### config.mk
export PLATFORM = sky130hd
export DESIGN_NAME = asn_tlb
export DESIGN_NICKNAME = d
export VERILOG_FILES = /design/src/rtl/asn_tlb_pkg.sv /design/src/rtl/asn_tlb_match.sv /design/src/rtl/asn_tlb_mru.sv /design/src/rtl/asn_tlb_victim.sv /design/src/rtl/asn_tlb.sv
export SDC_FILE = /design/constraint.sdc
export NUM_CORES = 2
export LEC_CHECK = 0
export BUFFER_PORTS_ARGS = -buffer_cell sky130_fd_sc_hd__buf_2
export CAP_MARGIN = 25
export CORE_MARGIN = 2
export CORE_UTILIZATION = 50
export CTS_CLUSTER_DIAMETER = 200
export DETAILED_ROUTE_END_ITERATION = 8
export PLACE_DENSITY = 0.68
export SLEW_MARGIN = 40
export SYNTH_ARGS = -nofsm -noshare
export SYNTH_HDL_FRONTEND = slang
export SYNTH_SLANG_ARGS = --single-unit
export TNS_END_PERCENT = 100
### constraint.sdc
create_clock -name clk_i -period 9.3 [get_ports clk_i]
set_input_delay 2.79 -clock clk_i [delete_from_list [all_inputs] [get_ports clk_i]]
set_output_delay 2.79 -clock clk_i [all_outputs]
set_load 0.005 [all_outputs]
### src/rtl/asn_tlb_pkg.sv
package asn_tlb_pkg;
  typedef enum logic [2:0] {
    CMD_NONE,
    CMD_INSERT,
    CMD_FLUSH_ADDR,
    CMD_FLUSH_NG,
    CMD_FLUSH_ALL
  } tlb_cmd_e;
endpackage

### src/rtl/asn_tlb_match.sv
module asn_tlb_match #(
  parameter int VPN_W = 20,
  parameter int ASN_W = 8
) (
  input  logic             valid_i,
  input  logic             glob_i,
  input  logic [VPN_W-1:0] tag_i,
  input  logic [ASN_W-1:0] asn_i,
  input  logic [VPN_W-1:0] req_vpn_i,
  input  logic [ASN_W-1:0] req_asn_i,
  output logic             match_o
);
  assign match_o = valid_i && (tag_i == req_vpn_i) && (glob_i || (asn_i == req_asn_i));
endmodule

### src/rtl/asn_tlb_mru.sv
module asn_tlb_mru #(
  parameter int N     = 8,
  parameter int DEPTH = 3,
  localparam int IDX_W = $clog2(N)
) (
  input  logic             clk_i,
  input  logic             rst_ni,
  input  logic             clear_i,
  input  logic             lookup_i,
  input  logic [N-1:0]     match_i,
  output logic             hit_o,
  output logic [IDX_W-1:0] idx_o
);
  logic [DEPTH-1:0] slot_v;
  logic [IDX_W-1:0] slot_idx [DEPTH];
  logic             mru_hit, arr_hit, push;
  logic [IDX_W-1:0] mru_idx, arr_idx;

  always_comb begin
    mru_hit = 1'b0;
    mru_idx = '0;
    for (int k = DEPTH - 1; k >= 0; k--) begin
      if (slot_v[k] && match_i[slot_idx[k]]) begin
        mru_hit = 1'b1;
        mru_idx = slot_idx[k];
      end
    end
    arr_hit = |match_i;
    arr_idx = '0;
    for (int i = N - 1; i >= 0; i--) begin
      if (match_i[i]) arr_idx = IDX_W'(i);
    end
  end

  assign hit_o = mru_hit || arr_hit;
  assign idx_o = mru_hit ? mru_idx : arr_idx;
  assign push  = lookup_i && !mru_hit && arr_hit;

  always_ff @(posedge clk_i or negedge rst_ni) begin
    if (!rst_ni) begin
      slot_v <= '0;
      for (int k = 0; k < DEPTH; k++) slot_idx[k] <= '0;
    end else if (clear_i) begin
      slot_v <= '0;
    end else if (push) begin
      slot_v      <= {slot_v[DEPTH-2:0], 1'b1};
      slot_idx[0] <= arr_idx;
      for (int k = 1; k < DEPTH; k++) slot_idx[k] <= slot_idx[k-1];
    end
  end

  // list is filled from the front, so valid bits stay contiguous
  for (genvar k = 1; k < DEPTH; k++) begin : g_contig
    p_list_contig_r6: assert property (@(posedge clk_i) disable iff (!rst_ni)
      slot_v[k] |-> slot_v[k-1]);
  end

  p_list_push_r6: assert property (@(posedge clk_i) disable iff (!rst_ni)
    (push && !clear_i) |=> (slot_v[0] && slot_idx[0] == $past(arr_idx)));

  p_list_clear_r7: assert property (@(posedge clk_i) disable iff (!rst_ni)
    clear_i |=> (slot_v == '0));
endmodule

### src/rtl/asn_tlb_victim.sv
module asn_tlb_victim #(
  parameter int N = 8,
  localparam int IDX_W = $clog2(N)
) (
  input  logic             clk_i,
  input  logic             rst_ni,
  input  logic             zero_i,
  input  logic             step_i,
  output logic [IDX_W-1:0] ptr_o
);
  localparam logic [IDX_W-1:0] LAST = IDX_W'(N - 1);

  always_ff @(posedge clk_i or negedge rst_ni) begin
    if (!rst_ni)      ptr_o <= '0;
    else if (zero_i)  ptr_o <= '0;
    else if (step_i)  ptr_o <= (ptr_o == LAST) ? '0 : ptr_o + 1'b1;
  end

  p_ptr_range_r2: assert property (@(posedge clk_i) disable iff (!rst_ni)
    ptr_o <= LAST);

  p_ptr_step_r8: assert property (@(posedge clk_i) disable iff (!rst_ni)
    (step_i && !zero_i && ptr_o != LAST) |=> (ptr_o == $past(ptr_o) + 1'b1));

  p_ptr_wrap_r2: assert property (@(posedge clk_i) disable iff (!rst_ni)
    (step_i && !zero_i && ptr_o == LAST) |=> (ptr_o == '0));
endmodule

### src/rtl/asn_tlb.sv
module asn_tlb
  import asn_tlb_pkg::*;
#(
  parameter int N_ENTRIES = 8,
  parameter int VPN_W     = 20,
  parameter int PPN_W     = 16,
  parameter int ASN_W     = 8,
  parameter int N_MODES   = 4,
  localparam int IDX_W    = $clog2(N_ENTRIES)
) (
  input  logic               clk_i,
  input  logic               rst_ni,
  input  logic               lk_valid_i,
  input  logic [VPN_W-1:0]   lk_vpn_i,
  input  logic [ASN_W-1:0]   lk_asn_i,
  output logic               hit_o,
  output logic [IDX_W-1:0]   hit_idx_o,
  output logic [PPN_W-1:0]   hit_ppn_o,
  output logic               hit_global_o,
  output logic [N_MODES-1:0] hit_rmask_o,
  output logic [N_MODES-1:0] hit_wmask_o,
  output logic               hit_frd_o,
  output logic               hit_fwr_o,
  input  logic               ins_i,
  input  logic [VPN_W-1:0]   ins_vpn_i,
  input  logic [PPN_W-1:0]   ins_ppn_i,
  input  logic [ASN_W-1:0]   ins_asn_i,
  input  logic               ins_global_i,
  input  logic [N_MODES-1:0] ins_rmask_i,
  input  logic [N_MODES-1:0] ins_wmask_i,
  input  logic               ins_frd_i,
  input  logic               ins_fwr_i,
  input  logic               flush_all_i,
  input  logic               flush_ng_i,
  input  logic               flush_addr_i,
  input  logic [VPN_W-1:0]   fa_vpn_i,
  input  logic [ASN_W-1:0]   fa_asn_i,
  input  logic               adv_i,
  output logic [IDX_W-1:0]   ptr_idx_o,
  output logic               ptr_valid_o,
  output logic [VPN_W-1:0]   ptr_vpn_o,
  output logic [PPN_W-1:0]   ptr_ppn_o
);
  typedef struct packed {
    logic               valid;
    logic               glob;
    logic [VPN_W-1:0]   vpn;
    logic [PPN_W-1:0]   ppn;
    logic [ASN_W-1:0]   asn;
    logic [N_MODES-1:0] rmask;
    logic [N_MODES-1:0] wmask;
    logic               f_rd;
    logic               f_wr;
  } entry_t;

  entry_t                 table_q [N_ENTRIES];
  entry_t                 new_entry;
  entry_t                 sel_e, ptr_e;
  tlb_cmd_e               cmd;
  logic [N_ENTRIES-1:0]   lk_match, fa_match, vld_vec, glob_vec;

  // single command per edge, fixed priority
  always_comb begin
    if (flush_all_i)       cmd = CMD_FLUSH_ALL;
    else if (flush_ng_i)   cmd = CMD_FLUSH_NG;
    else if (flush_addr_i) cmd = CMD_FLUSH_ADDR;
    else if (ins_i)        cmd = CMD_INSERT;
    else                   cmd = CMD_NONE;
  end

  always_comb begin
    new_entry       = '0;
    new_entry.valid = 1'b1;
    new_entry.glob  = ins_global_i;
    new_entry.vpn   = ins_vpn_i;
    new_entry.ppn   = ins_ppn_i;
    new_entry.asn   = ins_asn_i;
    new_entry.rmask = ins_rmask_i;
    new_entry.wmask = ins_wmask_i;
    new_entry.f_rd  = ins_frd_i;
    new_entry.f_wr  = ins_fwr_i;
  end

  for (genvar i = 0; i < N_ENTRIES; i++) begin : g_ent
    assign vld_vec[i]  = table_q[i].valid;
    assign glob_vec[i] = table_q[i].glob;

    asn_tlb_match #(.VPN_W(VPN_W), .ASN_W(ASN_W)) u_lk_match (
      .valid_i   (table_q[i].valid),
      .glob_i    (table_q[i].glob),
      .tag_i     (table_q[i].vpn),
      .asn_i     (table_q[i].asn),
      .req_vpn_i (lk_vpn_i),
      .req_asn_i (lk_asn_i),
      .match_o   (lk_match[i])
    );

    asn_tlb_match #(.VPN_W(VPN_W), .ASN_W(ASN_W)) u_fa_match (
      .valid_i   (table_q[i].valid),
      .glob_i    (table_q[i].glob),
      .tag_i     (table_q[i].vpn),
      .asn_i     (table_q[i].asn),
      .req_vpn_i (fa_vpn_i),
      .req_asn_i (fa_asn_i),
      .match_o   (fa_match[i])
    );
  end

  always_ff @(posedge clk_i or negedge rst_ni) begin
    if (!rst_ni) begin
      for (int i = 0; i < N_ENTRIES; i++) table_q[i] <= '0;
    end else begin
      for (int i = 0; i < N_ENTRIES; i++) begin
        case (cmd)
          CMD_FLUSH_ALL:  table_q[i] <= '0;
          CMD_FLUSH_NG:   if (!table_q[i].glob) table_q[i].valid <= 1'b0;
          CMD_FLUSH_ADDR: if (fa_match[i]) table_q[i].valid <= 1'b0;
          CMD_INSERT:     if (ptr_idx_o == IDX_W'(i)) table_q[i] <= new_entry;
          default: ;
        endcase
      end
    end
  end

  asn_tlb_mru #(.N(N_ENTRIES), .DEPTH(3)) u_mru (
    .clk_i    (clk_i),
    .rst_ni   (rst_ni),
    .clear_i  (ins_i || flush_all_i || flush_ng_i || flush_addr_i),
    .lookup_i (lk_valid_i),
    .match_i  (lk_match),
    .hit_o    (hit_o),
    .idx_o    (hit_idx_o)
  );

  asn_tlb_victim #(.N(N_ENTRIES)) u_victim (
    .clk_i  (clk_i),
    .rst_ni (rst_ni),
    .zero_i (cmd == CMD_FLUSH_ALL),
    .step_i ((cmd == CMD_INSERT) || adv_i),
    .ptr_o  (ptr_idx_o)
  );

  assign sel_e        = table_q[hit_idx_o];
  assign hit_ppn_o    = sel_e.ppn;
  assign hit_global_o = sel_e.glob;
  assign hit_rmask_o  = sel_e.rmask;
  assign hit_wmask_o  = sel_e.wmask;
  assign hit_frd_o    = sel_e.f_rd;
  assign hit_fwr_o    = sel_e.f_wr;

  assign ptr_e       = table_q[ptr_idx_o];
  assign ptr_valid_o = ptr_e.valid;
  assign ptr_vpn_o   = ptr_e.vpn;
  assign ptr_ppn_o   = ptr_e.ppn;

  p_hit_is_match_r1: assert property (@(posedge clk_i) disable iff (!rst_ni)
    hit_o |-> (sel_e.valid && sel_e.vpn == lk_vpn_i && (sel_e.glob || sel_e.asn == lk_asn_i)));

  p_insert_lands_r2: assert property (@(posedge clk_i) disable iff (!rst_ni)
    (cmd == CMD_INSERT) |=> vld_vec[$past(ptr_idx_o)]);

  p_flush_all_r3: assert property (@(posedge clk_i) disable iff (!rst_ni)
    (cmd == CMD_FLUSH_ALL) |=> (vld_vec == '0 && ptr_idx_o == '0));

  p_flush_ng_r4: assert property (@(posedge clk_i) disable iff (!rst_ni)
    (cmd == CMD_FLUSH_NG) |=> ((vld_vec & ~glob_vec) == '0));

  p_flush_ng_keep_r4: assert property (@(posedge clk_i) disable iff (!rst_ni)
    (cmd == CMD_FLUSH_NG) |=> ((vld_vec & glob_vec) == $past(vld_vec & glob_vec)));

  p_flush_addr_r5: assert property (@(posedge clk_i) disable iff (!rst_ni)
    (cmd == CMD_FLUSH_ADDR) |=> ((vld_vec & $past(fa_match)) == '0));
endmodule

==> flow_metrics.tcl <==
set metrics [dict create \
    drtIter0Drc 2332 \
    initial_core_util_pct 50.6 \
    critPathLaunchType "input port" \
    grt_use_met1_pct 50.6 \
    critPathArrivalTime_ns 6.55 \
    post_synth_num_cell_types 59 \
    synth_top_family_by_area "simple AND/OR/NAND/NOR gates" \
    cts_buffer_depth 3 \
    path_clk_slew_ns 0.06 \
    crit_required_ns 6.51 \
    cp_max_fo 8 \
    netSwitchingPower_uw 1320 \
    met3_usage_pct 6.64 \
    die_y_um 240 \
    power.static_leakage_uw 0.0142 \
    layout_common_cells "nand2_1, dfrtp_1, o21ai_0" \
    cts_root_buf "clkbuf_16" \
    power_frac_seq_pct 43.1 \
    violations "setup timing" \
    hpwlAfterDp_um 72700 \
    final-hold-violation-count 0 \
    cts_tree "done" \
    async_reset_ff_share_pct 100 \
    ys_ff_latch 463 \
    timing.final.ws_setup_ns -0.0414 \
    place_ws_ns -0.113 \
    portBuffers 189 \
    power_frac_clock_pct 45.6 \
    clock.fmax_ghz 0.107 \
    first_global_vias 23011 \
    synth.area.mux_share_pct 13.9 \
    tightestPinTransition_ns 0.880 \
    grt-busiest-layer "met2" \
    fill_cells 4713 \
    antenna_found_initial 8 \
    hold_buffers 0 \
    synthTopCellsByArea "dfrtp_1, nand2_1, xor2_1, o21ai_0, xnor2_1" \
    drv_slew 0 \
    core_area_um2 55200 \
    outcome "complete, but fails checks" \
    cap_violations 0 \
    final.min_clock_period_ns 9.34 \
    syn2layout_area_growth_pct 17.3 \
    numCtsBuffers 51 \
    synth-compound-area-share_pct 8.97 \
    wl_per_cell_um 26.2 \
    wl_um 102000 \
    postRouteAntennaNets 0 \
    nets 3242 \
    multi_input_area_um2 15700 \
    htree_levels 2 \
    yosys.area_share.simple_pct 17.1 \
    p_int_uw 3580 \
    synth-edff-count 0 \
    grt_pass1_wl_um 150000 \
    ios 190 \
    gp_congestion 1.09 \
    final-seq-area_um2 11600 \
    rsz0062_at_grt "yes" \
    syn_nets 3086 \
    criticalPathCategory "in2out" \
    drtPass1Iterations 6 \
    cts_sinks 463 \
    overflow 0 \
    viasPerCell 6.01 \
    drive_above_1_share_pct 19.2 \
    p_per_area_nw_per_um2 150 \
    power.share.switching_pct 27.0 \
    yosys.area.top_type "dfrtp_1" \
    use_met2_pct 54.5 \
    avgSynthCellArea_um2 9.43 \
    grt_usage_pct 35.3 \
    ys_seq_area_share_pct 41.5 \
    ir_drop_mv 0.148 \
    clk-insertion-delay-late_ns 0.63 \
    fp.dieW_um 240 \
    drc 0 \
    dieArea_um2 57700 \
    yosys_most_used_dff "dfrtp_1" \
    cp-end-kind "primary output" \
    rows 86 \
    fin_worst_skew_ns 0.0280 \
    synth_cells 2961 \
    utilization_pct 59.3 \
    vias 23468 \
    p_comb_share_pct 11.3 \
    hp-class "reg2reg" \
    ys_warn_count 0 \
    synthAdderAreaFrac_pct 0.269 \
    syn_area_um2 27900 \
    synth_top_cell_area_share_pct 41.5 \
    slew_headroom_pct 40.8 \
    fin_crit_sh_pct 100 \
    grt_max_degree 160 \
    finalSetupViolations 9 \
    synthXorXnorAreaFrac_pct 14.1 \
    layout_commonest_cell "nand2_1" \
]
critical path, cell delays in order:
cell and delay [ns]:
clkbuf_4 0.20, xnor2_1 0.39, nand4_1 0.16, nor4_1 0.31
buf_4 0.20, nand3b_1 0.11, mux2_4 0.30, a211o_1 0.30
or2_4 0.28, buf_6 0.12, nor2_4 0.12, nor2_4 0.06
a31oi_4 0.25, buf_12 0.21, buf_12 0.16, mux2i_2 0.24
mux2_4 0.20, buf_6 0.09
per-stage QoR:
stage	power (uW)	cell area, um2	hold slack [ns]	instances	TNS, ns
after floorplan	2430	27900	0.449	2961	0
after global placement	2660	29800	0.463	3784	-3.43
after detailed placement	2670	29900	0.472	3786	-1.60
after CTS	4890	31800	0.485	3880	0
after global routing	5040	32700	0.507	3908	-1.89
final	4900	32700	0.483	3908	-0.129
timing repair:
action / CTS / global route
gates resized for setup: 9 / 136
setup endpoints to repair: 27 / 27
buffers inserted: 0 / 20
pin swaps: 2 / 30
cloned: 0 / 4
synthesized netlist by cell type, types with 2 or more instances:
cell        n
or4_4       2
or4_1       3
nand3b_1   59
buf_4      10
nand2b_1   62
a21o_1      2
nor4_2      2
o21ai_1     2
a21oi_1    28
xor2_1    238
a41oi_1     2
and2_1      4
dfrtp_1   463
buf_12      5
o21ai_0   406
nand2_1   700
nor2_1     25
buf_1      29
and3_1      5
nor3b_1     2
nand3_1    16
a22o_1      3
nor3_1     20
ha_1        6
or3_1       2
buf_2      15
nand4_1    56
buf_6      19
o2111a_1    2
mux2i_1   173
a211o_1     3
nor4_1     67
clkbuf_1  153
nor2b_1     4
a41o_1      3
a31oi_1    12
mux2_2     42
xnor2_1   210
o21a_1      2
o31ai_1     4
inv_1       9
mux4_2     74
power by group through the flow:
stage,clock network (uW),registers (uW),logic (uW)
final,2240,2110,553
after detailed placement,0,2150,520
after CTS,2260,2110,524
after global routing,2340,2120,589
after global placement,0,2150,507
after floorplan,0,2120,307
cell type report:
type | instances | share of cell area (%)
clock inverter | 29 | 1.36
antenna | 2 | 0.0153
inverter | 10 | 0.115
multi-input combinational | 2256 | 47.9
clock buffer | 65 | 4.27
timing repair buffer | 335 | 8.09
tap | 748 | 2.86
sequential | 463 | 35.4
metal layers:
metal | wire (um) | part of all wire, % | vias up
met5 | 70 | 0.068 | -
met2 | 46500 | 45 | 1046
li1 | - | - | 10436
met3 | 8970 | 8.7 | 183
met1 | 43900 | 43 | 11793
met4 | 3080 | 3.0 | 10
kinds of logic (layout without fill, tap and decap cells):
kind of cell / count (synthesis) / in the layout
fa+ha+maj: 6 / 6
flops: 463 / 463
xor+xnor: 448 / 448
buf+inv: 242 / 439
simple gates: 1037 / 1037
mux: 289 / 289
other cells: 0 / 2
compound gates: 476 / 476
registers in the layout, indices dropped and copies added (netlist names):
signal	cells
u_mru.slot_idx	9
u_mru.slot_v	3
glob_vec	8
u_victim.ptr_o	3
table_q	440
final timing paths:
| kind | startpoint | end | slack, ns | cells past startpoint |
|---|---|---|---|---|
| hold reg to reg | table_q[345]$_DFFE_PN0P_ | table_q[345]$_DFFE_PN0P_ | 0.48 | 2 |
| hold / removal | table_q[345]$_DFFE_PN0P_ | table_q[345]$_DFFE_PN0P_ | 0.48 | 2 |
| max in group asynchronous | rst_ni | table_q[267]$_DFFE_PN0P_ | 5.67 | 3 |
| setup reg to reg | table_q[35]$_DFFE_PN0P_ | u_mru.slot_idx[6]$_DFFE_PN0P_ | 5.14 | 16 |
| min in group asynchronous | rst_ni | table_q[356]$_DFFE_PN0P_ | 2.20 | 1 |
| setup / recovery | lk_vpn_i[16] | hit_ppn_o[0] | -0.04 | 18 |
Note: power is estimated with default switching activity, not from simulation.
